==> config.mk <==
export PLATFORM = sky130hd
export DESIGN_NAME = chain_readback_ctrl
export DESIGN_NICKNAME = d
export VERILOG_FILES = /design/src/rtl/chain_readback_ctrl.sv
export SDC_FILE = /design/constraint.sdc
export NUM_CORES = 1
export LEC_CHECK = 0
export ABC_AREA = 1
export BUFFER_PORTS_ARGS = -buffer_cell sky130_fd_sc_hd__buf_2
export CAP_MARGIN = 5
export CORE_ASPECT_RATIO = 1.25
export CORE_MARGIN = 3
export CORE_UTILIZATION = 45
export DETAILED_ROUTE_END_ITERATION = 10
export HOLD_SLACK_MARGIN = 0.03
export SYNTH_ARGS = -nofsm -noshare
export SYNTH_HDL_FRONTEND = slang
export SYNTH_SLANG_ARGS = --single-unit
export TNS_END_PERCENT = 10
==> constraint.sdc <==
create_clock -name clk -period 1.71 [get_ports clk]
set_input_delay 0.342 -clock clk [delete_from_list [all_inputs] [get_ports clk]]
set_output_delay 0.342 -clock clk [all_outputs]
set_load 0.05 [all_outputs]
==> src/rtl/chain_readback_ctrl.sv <==
module chain_readback_ctrl #(
  parameter int          CLK_DIV  = 2,
  parameter int          DEVICES  = 8,
  parameter logic [31:0] READ_CMD = 32'hF800030A
) (
  input  logic        clk,
  input  logic        rst,
  input  logic        start,
  input  logic [1:0]  mode,
  input  logic        frame_type,
  input  logic        sdo,
  output logic        sclk,
  output logic        cs_n,
  output logic        sdi,
  output logic        busy,
  output logic        frm_valid,
  output logic [4:0]  frm_dev,
  output logic [5:0]  frm_addr,
  output logic [11:0] frm_data,
  output logic        frm_ack,
  output logic        frm_crc_err,
  output logic        done
);
  localparam int DW = (CLK_DIV > 2) ? $clog2(CLK_DIV) : 1;
  localparam int FW = $clog2(12 * DEVICES + 1);
  localparam logic [7:0] POLY = 8'h2F;

  logic [DW-1:0] div_cnt;
  logic [4:0]    bit_cnt;
  logic [FW-1:0] frm_cnt, frm_total;
  logic          type_q, last_pend;
  logic [30:0]   sh;
  logic [7:0]    crc;

  wire        tick   = busy && (div_cnt == DW'(CLK_DIV - 1));
  wire [31:0] fr     = {sh, sdo};
  wire [7:0]  crc_in = (bit_cnt == 5'd0) ? 8'h00 : crc;
  wire [7:0]  crc_nx = {crc_in[6:0], 1'b0} ^ ((crc_in[7] ^ sdo) ? POLY : 8'h00);

  function automatic logic [FW-1:0] total_of(input logic [1:0] m);
    case (m)
      2'd0:    total_of = FW'(12 * DEVICES);
      2'd1:    total_of = FW'(9 * DEVICES);
      default: total_of = FW'(6 * DEVICES);
    endcase
  endfunction

  always_ff @(posedge clk) begin
    if (rst) begin
      busy <= 1'b0; cs_n <= 1'b1; sclk <= 1'b1; sdi <= 1'b0;
      div_cnt <= '0; bit_cnt <= '0; frm_cnt <= '0; frm_total <= '0;
      type_q <= 1'b0; last_pend <= 1'b0; sh <= '0; crc <= '0;
      frm_valid <= 1'b0; done <= 1'b0; frm_dev <= '0; frm_addr <= '0;
      frm_data <= '0; frm_ack <= 1'b0; frm_crc_err <= 1'b0;
    end else begin
      frm_valid <= 1'b0;
      done      <= last_pend;
      last_pend <= 1'b0;
      if (!busy) begin
        if (start) begin
          busy      <= 1'b1;
          cs_n      <= 1'b0;
          div_cnt   <= '0;
          bit_cnt   <= '0;
          frm_cnt   <= '0;
          frm_total <= total_of(mode);
          type_q    <= frame_type;
        end
      end else begin
        div_cnt <= tick ? '0 : div_cnt + DW'(1);
        if (tick && sclk) begin
          sclk <= 1'b0;
          sdi  <= READ_CMD[5'd31 - bit_cnt];
        end
        if (tick && !sclk) begin
          sclk    <= 1'b1;
          sh      <= {sh[29:0], sdo};
          bit_cnt <= bit_cnt + 5'd1;
          if (bit_cnt <= 5'd21) crc <= crc_nx;
          if (bit_cnt == 5'd31) begin
            frm_cnt <= frm_cnt + FW'(1);
            if (frm_cnt != '0) begin
              frm_valid   <= 1'b1;
              frm_dev     <= {fr[27], fr[28], fr[29], fr[30], fr[31]};
              frm_ack     <= fr[10];
              frm_crc_err <= (crc != fr[9:2]);
              frm_addr    <= type_q ? fr[26:21] : {2'b00, fr[26:23]};
              frm_data    <= type_q ? {4'h0, fr[20:13]} : fr[22:11];
            end
            if (frm_cnt == frm_total) begin
              busy      <= 1'b0;
              cs_n      <= 1'b1;
              last_pend <= 1'b1;
            end
          end
        end
      end
    end
  end

  assert_reset_idle_R1: assert property (@(posedge clk)
    rst |=> (cs_n && sclk && !busy && !frm_valid && !done));

  assert_sdi_stable_high_R3: assert property (@(posedge clk) disable iff (rst)
    (!cs_n && sclk && $past(sclk)) |-> $stable(sdi));

  assert_sclk_idle_R3: assert property (@(posedge clk) disable iff (rst)
    cs_n |-> sclk);

  assert_valid_in_burst_R5: assert property (@(posedge clk) disable iff (rst)
    frm_valid |-> $past(!cs_n));

  assert_valid_single_R11: assert property (@(posedge clk) disable iff (rst)
    frm_valid |=> !frm_valid);

  assert_done_after_valid_R11: assert property (@(posedge clk) disable iff (rst)
    done |-> $past(frm_valid));
endmodule

==> metrics.csv <==
metric,value,unit
Tcrit/Tclk final,0.909,
status,finished clean,
synthesized-area fraction occupied by and/or/nand/nor cells,0.242,
Initial DRC Count,200,
DRT Wirelength,8160,um
Leakage,1.92,nW
vias in the first global route,3105,
first-pass GRT wire length,14100,um
Synth area leaders,"dfxtp_1, nor2_1, o21ai_0",
Final Power,0.00385,W
top-area cell type share of the netlist area,0.465,
Clock Pin Slew Worst Setup and Hold Paths,0.09,ns
CTS root buf,clkbuf_8,
initial core utilization,0.465,
multi-input logic area,1730,um^2
IO Count,38,
"setup slack, reg-to-reg",0.15,ns
CP cell instances,"inv_1, ha_1, inv_1, nor2_2, nand2_2, nand3_1, nand3_1, nand3_1, nand2_1, inv_1",
max_slew headroom,0.715,
pwr dens,880,nW/um^2
htree depth,3,
die area,9660,um^2
syn_area_per_cell,7.41,um^2
nets@finish,571,
Hold Slack,0.258,ns
"Net Count, Synth",530,
"commonest non-fill, non-tap cell in the layout",nor2_1,
"Top FF cell, synth",dfxtp_1,
share of cells above drive strength 1,0.160,
Worst EP required,1.96,ns
"Async S/R FF share, synth",0,
min cycle time layout,1.56,ns
Synth Cell Area,3830,um^2
HP Class,input pin to flip-flop,
initial antenna violation count,0,
Clock Latency Late Sink,0.35,ns
Final Wtd Congestion,0.824,
mux cell area share after synthesis,0,
XOR/XNOR Fraction of Synth Area,0.0252,
DRC Markers,0,
number of enable flip-flop cells after synthesis,0,
fmax,0.643,GHz
area delta synth->final,14.2,%
CP Launch Type,flip-flop,
CTS Buffer Depth,2,
total grt overflow,0,
final worst clock skew,0.0125,ns
synthesized flop and latch total,89,
number of fillers in the final layout,806,
"Hold Vio Cnt, Final",0,
Die W,88.5,um
dpl hpwl,5570,um
die span in y,109,um
CTS buffer count,9,
Post-Synth Adder-Cell Area,0.0196,
crit end category,flip-flop,
DR vias/cell,5.03,
standard cell with the maximum stage delay on the critical path,dfxtp_2,
Least-Margin Pin Slew,0.428,ns
cell taking the most area after synthesis,dfxtp_1,
router iterations before antenna repair,4,
CP Class,flip-flop to flip-flop,
Unique masters post-synth,33,
final setup fails,0,
WP data arrival,1.81,ns
gr usage total,0.183,
Synth warnings,0,
sequential cell area fraction in the yosys report,0.465,
Synth Area in Compound Gates,0.161,
DRT antenna net count,0,
Max VDD drop,0.388,mV
pin count of the biggest net entering global routing,52,
# diodes,0,
RSZ-0062 raised after global routing,false,
# Max-Cap Violations,0,
Core ar.,8240,um^2
most frequent cells in the layout,"nor2_1, dfxtp_1, o21ai_0, nand2_1, inv_1",
setup total negative slack,0,ns
CP peak stage delay,0.40,ns
Row Count,37,
CTS tree,yes,
final max-slew violation count,0,
Sink Count,89,
largest family of logic cells by synthesized area,simple AND/OR/NAND/NOR gates,
worst-path maximum fanout,7,
DR WL/cell,12.4,um
Syn Inst Count,517,
number of port buffers,37,
Reg area,1780,um^2
total number of vias,3317,
[synthesized netlist by cell type, types with 2 or more instances]
cell type / number
nor2_1: 95
dfxtp_1: 89
o21ai_0: 70
nand2_1: 69
inv_1: 54
a21oi_1: 40
nand3_1: 30
clkbuf_1: 11
xnor2_1: 9
buf_2: 6
ha_1: 6
nand2_2: 6
nand4_1: 5
a21oi_2: 3
nand3_2: 3
buf_4: 2
nor3_1: 2
xor2_1: 2
[metrics by stage]
| step | worst slack, ns | utilization | cells | instance area [um^2] |
|---|---|---|---|---|
| after CTS | 0.0603 | 0.522 | 654 | 4310 |
| after global routing | 0.00558 | 0.531 | 660 | 4370 |
| after global placement | 0.0964 | 0.496 | 638 | 4090 |
| final | 0.155 | 0.531 | 660 | 4370 |
| after floorplan | 0.0774 | - | 517 | 3830 |
| after detailed placement | 0.0807 | 0.496 | 638 | 4090 |
[worst max-delay path, delay by kind of cell (launching register included)]
family	cells	cell delay [ns]
AND/OR/NAND/NOR	6	0.68
flip-flops	1	0.40
buffers and inverters	3	0.19
adder cells (fa/ha/maj)	1	0.19
[registers in the layout, indices dropped and copies added, names as in the netlist, 4 cells and up]
| signal | cells |
|---|---|
| sh | 31 |
| frm_dev | 5 |
| frm_addr | 6 |
| bit_cnt | 5 |
| frm_data | 12 |
| frm_cnt | 7 |
| frm_total | 4 |
| crc | 8 |
[power breakdown]
part | switching (W) | internal, W | total (W)
clock network | 0.000749 | 0.000829 | 0.00158
logic | 0.000124 | 0.0000463 | 0.000170
registers | 0.0000121 | 0.00209 | 0.00210
total | 0.000886 | 0.00296 | 0.00385
[area by class of cell]
type | instances | share of cell area
Clock buffer | 10 | 0.0292
Tap cell | 97 | 0.0278
Inverter | 56 | 0.0498
Multi-Input combinational cell | 350 | 0.396
Clock inverter | 6 | 0.0209
Sequential cell | 89 | 0.408
Timing Repair Buffer | 52 | 0.0681
[logic make-up (layout without fill, tap and decap cells)]
| kind of cell | count (synthesis) | in the layout |
|---|---|---|
| compound gates | 119 | 119 |
| xor+xnor | 11 | 11 |
| fa+ha+maj | 6 | 6 |
| buf+inv | 78 | 124 |
| flops | 89 | 89 |
| simple gates | 214 | 214 |
[layer usage]
layer  track usage  routed length [um]  vias up
li1              -                   -     1743
met1         0.242                3980     1528
met2         0.299                3860       37
met3        0.0363                 188        9
met4        0.0540                 127        0
met5             0                   0        -
[path summary, 6_finish.rpt]
kind | start | end | cells after the start
max | bit_cnt[0] | crc[1] | 10
min | start | busy | 3
max reg2reg | bit_cnt[0] | crc[1] | 10
min reg2reg | last_pend | done | 2
[what timing repair did]
action / CTS / global route
buffers inserted: 0 / 6
setup endpoints to repair: 0 / 26
gates resized for setup: 0 / 7
hold buffers: 0 / 0
No activity file was read; power rests on OpenSTA's default activity.
